File: config.mk
export PLATFORM = sky130hd
export DESIGN_NAME = pageReadSeq
export DESIGN_NICKNAME = d
export VERILOG_FILES = /design/src/rtl/pageReadPkg.sv /design/src/rtl/pageReadCtrl.sv /design/src/rtl/pageReadDatapath.sv /design/src/rtl/pageReadSeq.sv
export SDC_FILE = /design/constraint.sdc
export NUM_CORES = 1
export LEC_CHECK = 0
export BUFFER_PORTS_ARGS = -buffer_cell sky130_fd_sc_hd__buf_2
export CAP_MARGIN = 40
export CORE_UTILIZATION = 56
export DETAILED_ROUTE_END_ITERATION = 8
export PLACE_DENSITY_LB_ADDON = 0.3
export SETUP_SLACK_MARGIN = 0.4
export SYNTH_ARGS = -nofsm -noshare
export SYNTH_HDL_FRONTEND = slang
export SYNTH_SLANG_ARGS = --single-unit
File: constraint.sdc
create_clock -name clk -period 6.2 [get_ports clk]
set_input_delay 0 -clock clk [delete_from_list [all_inputs] [get_ports clk]]
set_output_delay 0 -clock clk [all_outputs]
set_load 0.05 [all_outputs]
File: src/rtl/pageReadPkg.sv
package pageReadPkg;

  typedef enum logic [2:0] {
    PH_IDLE,
    PH_ASETUP,
    PH_RSETUP,
    PH_STRB,
    PH_PAGE,
    PH_HOLD
  } phaseE;

  typedef enum logic [1:0] {
    MODE_MUX16 = 2'd0,
    MODE_MUX8  = 2'd1,
    MODE_SEP16 = 2'd2,
    MODE_SEPX  = 2'd3
  } busModeE;

  // strobes from control to datapath
  typedef struct packed {
    logic    loadAddr;
    logic    capture;
    logic    aleOn;
    logic    readOn;
    logic    csOn;
    busModeE mode;
  } ctlStrobeT;

endpackage

File: src/rtl/pageReadCtrl.sv
module pageReadCtrl
  import pageReadPkg::*;
#(
  parameter int CNT_W = 4
) (
  input  logic             clk,
  input  logic             rstN,
  input  logic [1:0]       cfgMode,
  input  logic [CNT_W-1:0] cfgAddrSetup,
  input  logic [CNT_W-1:0] cfgRdSetup,
  input  logic [CNT_W-1:0] cfgStrobe,
  input  logic [CNT_W-1:0] cfgPageStrobe,
  input  logic [CNT_W-1:0] cfgHold,
  input  logic             reqValid,
  input  logic             reqHit,
  output logic             reqReady,
  output ctlStrobeT        ctl
);

  typedef struct packed {
    phaseE            ph;
    logic [CNT_W-1:0] cnt;
  } stepT;

  localparam logic [CNT_W-1:0] ONE = CNT_W'(1);

  function automatic logic [CNT_W-1:0] atLeastOne(input logic [CNT_W-1:0] v);
    return (v == '0) ? ONE : v;
  endfunction

  function automatic stepT strobeStep(input logic page, input logic [CNT_W-1:0] s,
                                      input logic [CNT_W-1:0] p);
    stepT t;
    if (page) begin
      t.ph  = PH_PAGE;
      t.cnt = p - ONE;
    end else begin
      t.ph  = PH_STRB;
      t.cnt = s - ONE;
    end
    return t;
  endfunction

  function automatic stepT afterAddr(input logic [CNT_W-1:0] r, input logic [CNT_W-1:0] s,
                                     input logic [CNT_W-1:0] p, input logic page);
    stepT t;
    if (r != '0) begin
      t.ph  = PH_RSETUP;
      t.cnt = r - ONE;
    end else begin
      t = strobeStep(page, s, p);
    end
    return t;
  endfunction

  function automatic stepT beatStep(input logic [CNT_W-1:0] a, input logic [CNT_W-1:0] r,
                                    input logic [CNT_W-1:0] s, input logic [CNT_W-1:0] p,
                                    input logic page);
    stepT t;
    if (a != '0) begin
      t.ph  = PH_ASETUP;
      t.cnt = a - ONE;
    end else begin
      t = afterAddr(r, s, p, page);
    end
    return t;
  endfunction

  phaseE            state;
  logic [CNT_W-1:0] cnt;
  logic [CNT_W-1:0] lenA, lenR, lenS, lenP, lenH;
  busModeE          modeReg;
  logic             pageBeat, contBeat;

  // lengths as they would be captured at a transaction start
  busModeE          sMode;
  logic [CNT_W-1:0] sA, sS, sP;

  always_comb begin
    sMode = busModeE'(cfgMode);
    sS    = atLeastOne(cfgStrobe);
    sP    = atLeastOne(cfgPageStrobe);
    case (sMode)
      MODE_MUX16: sA = atLeastOne(cfgAddrSetup);
      MODE_MUX8:  sA = cfgAddrSetup;
      default:    sA = '0;
    endcase
  end

  logic lastCyc, inStrobe, strobeEnd, accept;

  always_comb begin
    lastCyc   = (cnt == '0);
    inStrobe  = (state == PH_STRB) || (state == PH_PAGE);
    strobeEnd = inStrobe && lastCyc;
    reqReady  = (state == PH_IDLE) || (strobeEnd && reqHit);
    accept    = reqValid && reqReady;
  end

  stepT nxt;
  logic nPage, nCont, loadLens;

  always_comb begin
    nxt.ph   = state;
    nxt.cnt  = lastCyc ? cnt : cnt - ONE;
    nPage    = pageBeat;
    nCont    = contBeat;
    loadLens = 1'b0;
    case (state)
      PH_IDLE: begin
        if (accept) begin
          nxt      = beatStep(sA, cfgRdSetup, sS, sP, 1'b0);
          nPage    = 1'b0;
          nCont    = 1'b0;
          loadLens = 1'b1;
        end
      end
      PH_ASETUP: begin
        if (lastCyc) nxt = afterAddr(lenR, lenS, lenP, pageBeat);
      end
      PH_RSETUP: begin
        if (lastCyc) nxt = strobeStep(pageBeat, lenS, lenP);
      end
      PH_STRB, PH_PAGE: begin
        if (lastCyc) begin
          if (accept) begin
            nPage = 1'b1;
            if (modeReg == MODE_MUX16) begin
              nCont = 1'b1;
              if (lenH != '0) begin
                nxt.ph  = PH_HOLD;
                nxt.cnt = lenH - ONE;
              end else begin
                nxt = beatStep(lenA, lenR, lenS, lenP, 1'b1);
              end
            end else begin
              nCont = 1'b0;
              nxt   = strobeStep(1'b1, lenS, lenP);
            end
          end else begin
            nCont = 1'b0;
            if (lenH != '0) begin
              nxt.ph  = PH_HOLD;
              nxt.cnt = lenH - ONE;
            end else begin
              nxt.ph  = PH_IDLE;
              nxt.cnt = '0;
            end
          end
        end
      end
      PH_HOLD: begin
        if (lastCyc) begin
          if (contBeat) begin
            nxt = beatStep(lenA, lenR, lenS, lenP, 1'b1);
          end else begin
            nxt.ph  = PH_IDLE;
            nxt.cnt = '0;
          end
        end
      end
      default: begin
        nxt.ph  = PH_IDLE;
        nxt.cnt = '0;
      end
    endcase
  end

  always_ff @(posedge clk or negedge rstN) begin
    if (!rstN) begin
      state    <= PH_IDLE;
      cnt      <= '0;
      lenA     <= '0;
      lenR     <= '0;
      lenS     <= ONE;
      lenP     <= ONE;
      lenH     <= '0;
      modeReg  <= MODE_MUX16;
      pageBeat <= 1'b0;
      contBeat <= 1'b0;
    end else begin
      state    <= nxt.ph;
      cnt      <= nxt.cnt;
      pageBeat <= nPage;
      contBeat <= nCont;
      if (loadLens) begin
        lenA    <= sA;
        lenR    <= cfgRdSetup;
        lenS    <= sS;
        lenP    <= sP;
        lenH    <= cfgHold;
        modeReg <= sMode;
      end
    end
  end

  always_comb begin
    ctl.loadAddr = accept;
    ctl.capture  = strobeEnd;
    ctl.aleOn    = (state == PH_ASETUP);
    ctl.readOn   = inStrobe;
    ctl.csOn     = (state != PH_IDLE);
    ctl.mode     = modeReg;
  end

endmodule

File: src/rtl/pageReadDatapath.sv
module pageReadDatapath
  import pageReadPkg::*;
#(
  parameter int ADDR_W = 24,
  parameter int DATA_W = 16
) (
  input  logic              clk,
  input  logic              rstN,
  input  ctlStrobeT         ctl,
  input  logic [ADDR_W-1:0] reqAddr,
  input  logic [DATA_W-1:0] busIn,
  output logic              rspValid,
  output logic [DATA_W-1:0] rspData,
  output logic              csN,
  output logic              reN,
  output logic              ale,
  output logic [ADDR_W-1:0] addrOut,
  output logic [DATA_W-1:0] busOut,
  output logic [1:0]        busOe
);

  localparam int LANE_W = DATA_W / 2;

  logic [ADDR_W-1:0] addrReg;
  logic [DATA_W-1:0] sampled;

  always_ff @(posedge clk or negedge rstN) begin
    if (!rstN) begin
      addrReg  <= '0;
      sampled  <= '0;
      rspValid <= 1'b0;
    end else begin
      rspValid <= ctl.capture;
      if (ctl.loadAddr) addrReg <= reqAddr;
      if (ctl.capture) begin
        if (ctl.mode == MODE_MUX8) sampled <= {{LANE_W{1'b0}}, busIn[DATA_W-1 -: LANE_W]};
        else                       sampled <= busIn;
      end
    end
  end

  always_comb begin
    busOut = '0;
    busOe  = 2'b00;
    if (ctl.aleOn) begin
      case (ctl.mode)
        MODE_MUX16: begin
          busOut = addrReg[DATA_W-1:0];
          busOe  = 2'b11;
        end
        MODE_MUX8: begin
          busOut = {addrReg[3*LANE_W-1 -: LANE_W], addrReg[2*LANE_W-1 -: LANE_W]};
          busOe  = 2'b11;
        end
        default: busOe = 2'b00;
      endcase
    end else if (ctl.csOn && ctl.mode == MODE_MUX8) begin
      busOut[LANE_W-1:0] = addrReg[LANE_W-1:0];
      busOe              = 2'b01;
    end
  end

  assign rspData = sampled;
  assign csN     = ~ctl.csOn;
  assign reN     = ~ctl.readOn;
  assign ale     = ctl.aleOn;
  assign addrOut = addrReg;

endmodule

File: src/rtl/pageReadSeq.sv
module pageReadSeq
  import pageReadPkg::*;
#(
  parameter int ADDR_W = 24,
  parameter int DATA_W = 16,
  parameter int CNT_W  = 4
) (
  input  logic              clk,
  input  logic              rstN,
  input  logic [1:0]        cfgMode,
  input  logic [CNT_W-1:0]  cfgAddrSetup,
  input  logic [CNT_W-1:0]  cfgRdSetup,
  input  logic [CNT_W-1:0]  cfgStrobe,
  input  logic [CNT_W-1:0]  cfgPageStrobe,
  input  logic [CNT_W-1:0]  cfgHold,
  input  logic              reqValid,
  output logic              reqReady,
  input  logic [ADDR_W-1:0] reqAddr,
  input  logic              reqHit,
  output logic              rspValid,
  output logic [DATA_W-1:0] rspData,
  output logic              csN,
  output logic              reN,
  output logic              ale,
  output logic [ADDR_W-1:0] addrOut,
  output logic [DATA_W-1:0] busOut,
  output logic [1:0]        busOe,
  input  logic [DATA_W-1:0] busIn
);

  ctlStrobeT ctl;

  pageReadCtrl #(.CNT_W(CNT_W)) u_ctrl (
    .clk          (clk),
    .rstN         (rstN),
    .cfgMode      (cfgMode),
    .cfgAddrSetup (cfgAddrSetup),
    .cfgRdSetup   (cfgRdSetup),
    .cfgStrobe    (cfgStrobe),
    .cfgPageStrobe(cfgPageStrobe),
    .cfgHold      (cfgHold),
    .reqValid     (reqValid),
    .reqHit       (reqHit),
    .reqReady     (reqReady),
    .ctl          (ctl)
  );

  pageReadDatapath #(.ADDR_W(ADDR_W), .DATA_W(DATA_W)) u_dp (
    .clk     (clk),
    .rstN    (rstN),
    .ctl     (ctl),
    .reqAddr (reqAddr),
    .busIn   (busIn),
    .rspValid(rspValid),
    .rspData (rspData),
    .csN     (csN),
    .reN     (reN),
    .ale     (ale),
    .addrOut (addrOut),
    .busOut  (busOut),
    .busOe   (busOe)
  );

endmodule

Yosys cells after proc, flatten, opt, wreduce, memory -nomap -nowiden
Index checks and enable logic that the tools add are counted.
Widths: inputs -> output; s select.
{"block": "word_totals", "reg_bits": 72, "latch_bits": 0, "mem_bits_rw": 0, "rom_bits": 0, "input_bits": 66, "output_inout_bits": 63, "word_cells": 102, "n_memories": 0}
{"block": "classes", "n_addsub": 9, "multipliers": 0, "div": 0, "order_cmp": 0, "eq_ne": 13, "shifts": 0, "n_mux": 40, "n_bitwise": 2, "n_reduce_logical": 25}
{"op": "$mux 7", "n": 15}
{"op": "$sub 4x1->4 const B", "n": 9}
{"op": "$pmux 7 s5", "n": 1}
{"op": "$pmux 16 s2", "n": 1}
{"op": "$mux 8", "n": 3}
{"op": "$reduce_bool 4->1", "n": 5}
{"op": "$logic_not 4->1", "n": 4}
{"op": "$mux 16", "n": 1}
{"op": "$mux 4", "n": 4}
{"op": "$ne 2x1->1 const B", "n": 6}
{"op": "$mux 1", "n": 9}
{"op": "$pmux 4 s2", "n": 1}
{"op": "$eq 3x2->1 const B", "n": 2}
{"op": "$eq 3x3->1 const B", "n": 2}
{"op": "$mux 5", "n": 1}
{"op": "$reduce_and 5->1", "n": 1}
{"op": "$eq 2x1->1 const B", "n": 2}
{"op": "$logic_and 1x1->1", "n": 4}
{"op": "$logic_not 2->1", "n": 2}
{"op": "$mux 2", "n": 2}
{"op": "$pmux 1 s2", "n": 2}
{"op": "$reduce_and 4->1", "n": 1}
{"op": "$reduce_or 2->1", "n": 2}
{"op": "$eq 3x1->1 const B", "n": 1}
{"op": "6 further kinds", "n": 8}

Logic depth before layout (Yosys ltp)
Gate-level depths: netlist (run 1).
{"block": "depth", "word_depth": 9, "mapped_depth": 9}

Hierarchy
Synthesis (run 1) repeated with hierarchy kept, for this count alone.
{"block": "unflattened", "cells_unflattened": 513, "hier_area_um2": 4543.1}
{"module": "pageReadCtrl", "n_inst": 1, "cells_per_inst": 318, "area_per_inst_um2": 2439.8, "seq_area_each_um2": 778.2}
{"module": "pageReadDatapath", "n_inst": 1, "cells_per_inst": 195, "area_per_inst_um2": 2103.3, "seq_area_each_um2": 1026.0}

Worst setup path before layout (run 1)
OpenSTA, ideal clock, no wires.
{"block": "synth_timing", "path_kind": "reg2reg", "startpoint": "register u_ctrl.state[2]", "endpoint": "register u_ctrl.cnt[0]", "setup_ps": 130, "arrival_ps": 2499, "required_ps": 6070, "setup_slack_ps": 3571, "stages_incl_launch_ff": 8, "n_path_buf": 1, "cell_sequence": "dfrtp_1 > buf_4 > nor3_2 > nand2_1 > a21oi_4 > mux2_2 > nor4_1 > o22ai_1"}
{"element": "start, declared", "line_no": "pageReadCtrl.sv:69", "source": "phaseE state;"}
{"element": "start signal, assigned", "line_no": "pageReadCtrl.sv:182", "source": "state <= nxt.ph;"}
{"element": "end signal, assigned", "line_no": "pageReadCtrl.sv:183", "source": "cnt <= nxt.cnt;"}
{"element": "end, declared", "line_no": "pageReadCtrl.sv:70", "source": "logic [CNT_W-1:0] cnt;"}

==> results of run 1 <==
## per-stage QoR
step                      std cells  area [µm²]  hold slack [ps]  util [%]  setup WS, ps
after CTS                       794        5917            10.22     80.29          3345
after global routing            794        5917            92.13     80.29          3085
after floorplan                 511        4342           -295.6         -          3571
after detailed placement        714        5059            30.84     68.64          3369
final                           794        5917            29.34     80.29          3228
after global placement          711        5001            192.4     67.86          3400
## worst register-to-register path: cells and delay by family, from the launching register on
family,cells,cell delay (ps)
buf+inv,1,400
simple gates,5,1470
compound gates,1,280
flops,1,720
## report_power, final
group | internal (mW) | total, mW | switching (mW)
Clock | 0.229 | 0.429 | 0.200
Sequential | 0.697 | 0.976 | 0.279
Combinational | 0.647 | 2.10 | 1.45
## registers in the layout, indices dropped and copies added, names as in the netlist
| name | flops |
|---|---|
| u_ctrl.lenA | 4 |
| u_dp.rspData | 16 |
| u_ctrl.lenH | 4 |
| u_ctrl.modeReg | 2 |
| u_ctrl.cnt | 4 |
| u_ctrl.state | 3 |
| u_ctrl.lenR | 4 |
| u_ctrl.contBeat | 1 |
| u_ctrl.pageBeat | 1 |
| u_ctrl.lenS | 4 |
| u_ctrl.lenP | 4 |
| u_dp.addrOut | 24 |
| u_dp.rspValid | 1 |
## area by class of cell
class | count | area, µm² | share of cell area, %
sequential | 72 | 1804 | 30.49
timing repair buffer | 198 | 1361 | 23.01
clock buffer | 10 | 127.6 | 2.157
inverter | 25 | 93.84 | 1.586
clock inverter | 6 | 90.09 | 1.523
multi-input combinational | 384 | 2316 | 39.14
tap | 99 | 123.9 | 2.093
## per-layer routing
| layer | track usage, % | vias to the layer above | part of all wire [%] |
|---|---|---|---|
| met5 | 0 | - | 0 |
| met4 | 18.15 | 0 | 4.3 |
| met3 | 6.937 | 66 | 7.7 |
| met2 | 63.04 | 292 | 50 |
| met1 | 43.52 | 2283 | 38 |
| li1 | - | 2125 | - |
## final timing paths
check	to	cells past startpoint	slack (ps)	start
max	u_ctrl.cnt[3]	7	3230	u_ctrl.state[2]
min	u_ctrl.lenA[0]	3	30	cfgAddrSetup[0]
max reg2reg	u_ctrl.cnt[3]	7	3230	u_ctrl.state[2]
min reg2reg	u_dp.rspData[0]	2	480	u_dp.rspData[0]
max in group asynchronous	u_dp.addrOut[7]	4	5460	rstN
min in group asynchronous	u_dp.addrOut[4]	3	180	rstN
## synth_stat cells, drive strengths merged, types with 4 or more instances
| cell type | count |
|---|---|
| xnor2 | 6 |
| a211oi | 5 |
| a21oi | 18 |
| o22ai | 5 |
| dfrtp | 70 |
| nor3b | 5 |
| o211ai | 4 |
| a31oi | 8 |
| ha | 11 |
| mux2i | 22 |
| mux2 | 14 |
| a22oi | 9 |
| nand3 | 4 |
| o31ai | 5 |
| o21ai | 40 |
| nand2b | 8 |
| inv | 25 |
| nor2 | 34 |
| or3 | 5 |
| nand2 | 121 |
| nor2b | 5 |
| clkbuf | 18 |
| buf | 12 |
| nor4 | 5 |
| and2 | 4 |
| a21o | 5 |
| nor3 | 16 |
## cell families after synthesis
logic type	Yosys count	synth area share, %
adders and majority gates	11	3.170
muxes	36	8.703
xor gates and xnor gates	8	1.614
DFF	72	41.56
and+or+nand+nor	213	22.39
AOI/OAI and AO/OA	116	17.46
buffers and inverters	55	5.101
==> results_dict.tcl, run 1 <==
set metrics [dict create \
    status "complete, no violations" \
    ioPinCount 129 \
    final_max_slew_viol_count 0 \
    ys_warn_count 0 \
    core_area_mm2 0.007370 \
    cts_tree "built" \
    synth_top_area_share_pct 40.35 \
    grt_pass1_vias 4671 \
    hp-class "input pin to register" \
    worstPathMaxFanout 40 \
    cp.buffers_inverters 1 \
    fillers 458 \
    period_share_pct 47.94 \
    ir_drop_v 0.0003810 \
    setup_viol 0 \
    drtPass1Iterations 7 \
    grtUsageTotal_pct 36.51 \
    yosysSeqAreaShare_pct 41.56 \
    final_nets 767 \
    async_flop_share_pct 100.0 \
    p_leak_nw 2.979 \
    most-common-layout-cells "buf_2, nand2_1, dfrtp_1" \
    max-cap-violations 0 \
    ant_nets 0 \
    insertion_delay_ps 370 \
    insertedDiodeCount 0 \
    setup_tns_ps 0 \
    dieHeight_um 90.05 \
    rows 31 \
    arrival_ps 3210 \
    wl_um 14530 \
    syn2layout_area_growth_pct 36.28 \
    tightest_slew_ps 808.4 \
    dp_hpwl_um 8827 \
    cp_slowest_cell "dfrtp_1" \
    crit_chain "nor3_2 > nand2_1 > buf_4 > nand2_2 > and4_4 > o31a_1 > or3_1" \
    grt_pass1_wl_um 23180 \
    ys.flop_type "dfrtp_1" \
    crit_family "simple AND/OR/NAND/NOR gates" \
    synth_edf_count 0 \
    critPathMaxStageDelay_ps 720 \
    drtIter0Drc 447 \
    timing.fmax_mhz 336.5 \
    die_area_mm2 0.008109 \
    syn-num-nets 588 \
    worstSetupPathType "register to register" \
    p_per_area_mw_per_mm2 592.5 \
    wl_per_cell_um 18.30 \
    grt_setup_unrepaired "no" \
    fin_skew_ps 19.31 \
    start_util_pct 58.91 \
    antenna_found_initial 0 \
    cts_max_path_buffers 2 \
    cts_made_buffers 9 \
    cp-start-kind "register" \
    clkTransAtPathRegs_ps 80 \
    die_w_um 90.05 \
    finalHoldViolations 0 \
    synth_area_leaders "dfrtp_1, nand2_1, mux2i_1" \
    post_cts_resized 0 \
    grt_overflow_total 0 \
    synthCells 511 \
    synth-seq-cells 72 \
    viasPerCell 6.003 \
    period_needed_ps 2972 \
    drc 0 \
    relSlewSlack_pct 45.74 \
    cts_max_level 3 \
    avgSynthCellArea_um2 8.496 \
    drive_above_1_share_pct 25.32 \
    layout_commonest_cell "buf_2" \
    yosys.area.top_type "dfrtp_1" \
    vias 4766 \
    globalplace.congestion 0.9097 \
    clock-sinks 72 \
    p_total_mw 3.506 \
    cts_hold_repair.buffers 64 \
    yosysUniqueCellTypes 56 \
    cts-root-buf "clkbuf_8" \
    numPortBuffers 128 \
    end_kind "register" \
    grt_max_degree 46 \
    postCtsSetupBuffers 0 \
    critPathRequiredTime_ps 6440 \
    netlist_area_mm2 0.004342 \
]
(Power assumes the default switching activity.)
==> run 2, diff against run 1 <==
- CORE_UTILIZATION: 56 -> 52
- clock period: 6.2 -> 3 ns (I/O delays scaled with it)
==> results_dict.tcl, run 2 (synthesis gave the netlist of run 1 again) <==
set metrics [dict create \
    status "complete, no violations" \
    pre_cts_slack_ps 533.0 \
    grt_pass1_wl_um 22480 \
    final_cell_area_mm2 0.005944 \
    grt_overflow_total 0 \
    layout_commonest_cell "buf_2" \
    fillers 587 \
    setup_tns_ps 0 \
    grt_setup_unrepaired "yes" \
    setup_viol 0 \
    period_needed_ps 2457 \
    placed_cell_area_mm2 0.005114 \
    ir_drop_v 0.0007287 \
    viasPerCell 5.708 \
    placed_cells 726 \
    worstSetupPathType "register to register" \
    p_per_area_mw_per_mm2 1207 \
    start_util_pct 55.04 \
    worst_slack_ps 542.6 \
    globalplace.congestion 0.9552 \
    die_w_um 93.38 \
    period_share_pct 81.91 \
    p_leak_nw 3.001 \
    dp_hpwl_um 9214 \
    ioPinCount 129 \
    numPortBuffers 128 \
    fin_skew_ps 4.572 \
    ant_nets 0 \
    cts_max_path_buffers 2 \
    drtIter0Drc 443 \
    cp_slowest_cell "or3b_2" \
    grt_pass1_vias 4519 \
    most-common-layout-cells "buf_2, nand2_1, dfrtp_1" \
    final_max_slew_viol_count 0 \
    relSlewSlack_pct 63.56 \
    tightest_slew_ps 539.0 \
    cp.buffers_inverters 1 \
    critPathRequiredTime_ps 3230 \
    p_total_mw 7.174 \
    drtPass1Iterations 5 \
    crit_chain "inv_1 > ha_1 > or3b_2 > a21oi_1 > nor2_1 > o32ai_1 > o21ai_0 > or3_1" \
    critPathMaxStageDelay_ps 620 \
    final_cells 804 \
    grtUsageTotal_pct 33.96 \
    drc 0 \
    arrival_ps 2690 \
    timing.fmax_mhz 406.9 \
    finalHoldViolations 0 \
    drive_above_1_share_pct 26.78 \
    holdWs_ps 29.13 \
    end_kind "register" \
    antenna_found_initial 0 \
    crit_family "simple AND/OR/NAND/NOR gates" \
    worstPathMaxFanout 14 \
    syn2layout_area_growth_pct 36.92 \
    rows 32 \
    cts_max_level 3 \
    core_area_mm2 0.007888 \
    hp-class "input pin to register" \
    cts-root-buf "clkbuf_8" \
    max-cap-violations 0 \
    wl_per_cell_um 17.39 \
    largest_register_ff_count 24 \
    insertion_delay_ps 350 \
    final_nets 775 \
    final_util_pct 75.36 \
    cts_made_buffers 9 \
    clkTransAtPathRegs_ps 80 \
    clock-sinks 72 \
    vias 4589 \
    cts_tree "built" \
    wl_um 13980 \
    die_area_mm2 0.008719 \
    dieHeight_um 93.38 \
    insertedDiodeCount 0 \
    cp-start-kind "register" \
    grt_max_degree 39 \
]
==> run 2: changes by cell type in the layout (fill, tap and decap cells not counted), sizes merged <==
cell	delta
buf	+9
bufinv	-1
clkinv	+1
dlygate4sd3	-1
inv	-1
==> run 2: routing by layer <==
| metal | share of wire (%) | GRT usage (%) | wire, µm |
|---|---|---|---|
| met1 | 41 | 43.36 | 5689 |
| met2 | 49 | 57.72 | 6899 |
| met3 | 6.6 | 4.797 | 929 |
| met4 | 3.3 | 14.23 | 465 |
| met5 | 0 | 0 | 0 |
==> run 2: timing repair <==
| item | 4_1_cts | 5_1_grt |
|---|---|---|
| resized for setup | 0 | 3 |
| hold buffers | 63 | 0 |
| endpoints found under the setup margin | 0 | 12 |
| endpoints found under the hold margin | 119 | 0 |
| setup buffers | 0 | 0 |
==> run 2: worst reg2reg max path, stage by stage, from the launching register on <==
cell and delay [ps]:
dfrtp_1 380, inv_1 130, ha_1 210, or3b_2 620
a21oi_1 230, nor2_1 60, o32ai_1 210, o21ai_0 170
or3_1 330
==> run 2: final timing paths <==
kind | start | end | slack, ps | cells past startpoint
worst max register to register | u_ctrl.cnt[0] | u_ctrl.cnt[3] | 540 | 8
worst min-delay path | cfgAddrSetup[0] | u_ctrl.lenA[0] | 30 | 3
worst min register to register | u_dp.rspData[2] | u_dp.rspData[2] | 480 | 2
min in group asynchronous | rstN | u_ctrl.lenS[2] | 110 | 2
worst max-delay path | u_ctrl.cnt[0] | u_ctrl.cnt[3] | 540 | 8
max in group asynchronous | rstN | u_dp.rspData[10] | 2080 | 4
==> run 2: area by class of cell <==
cell class / count / area, µm² / area share (%)
Multi-Input combinational cell: 384 / 2327 / 39.15
Sequential cell: 72 / 1805 / 30.37
Timing Repair Buffer: 206 / 1396 / 23.49
Clock buffer: 10 / 137.6 / 2.315
Tap cell: 102 / 127.6 / 2.147
Inverter: 25 / 93.84 / 1.579
Clock inverter: 5 / 56.30 / 0.9472
==> run 2: report_power, final <==
part / internal (mW) / leakage, nW / switching [mW] / total [mW]
registers: 1.45 / 0.881 / 0.524 / 1.97
logic: 1.39 / 2.02 / 3.03 / 4.42
clock network: 0.403 / 0.0985 / 0.384 / 0.787
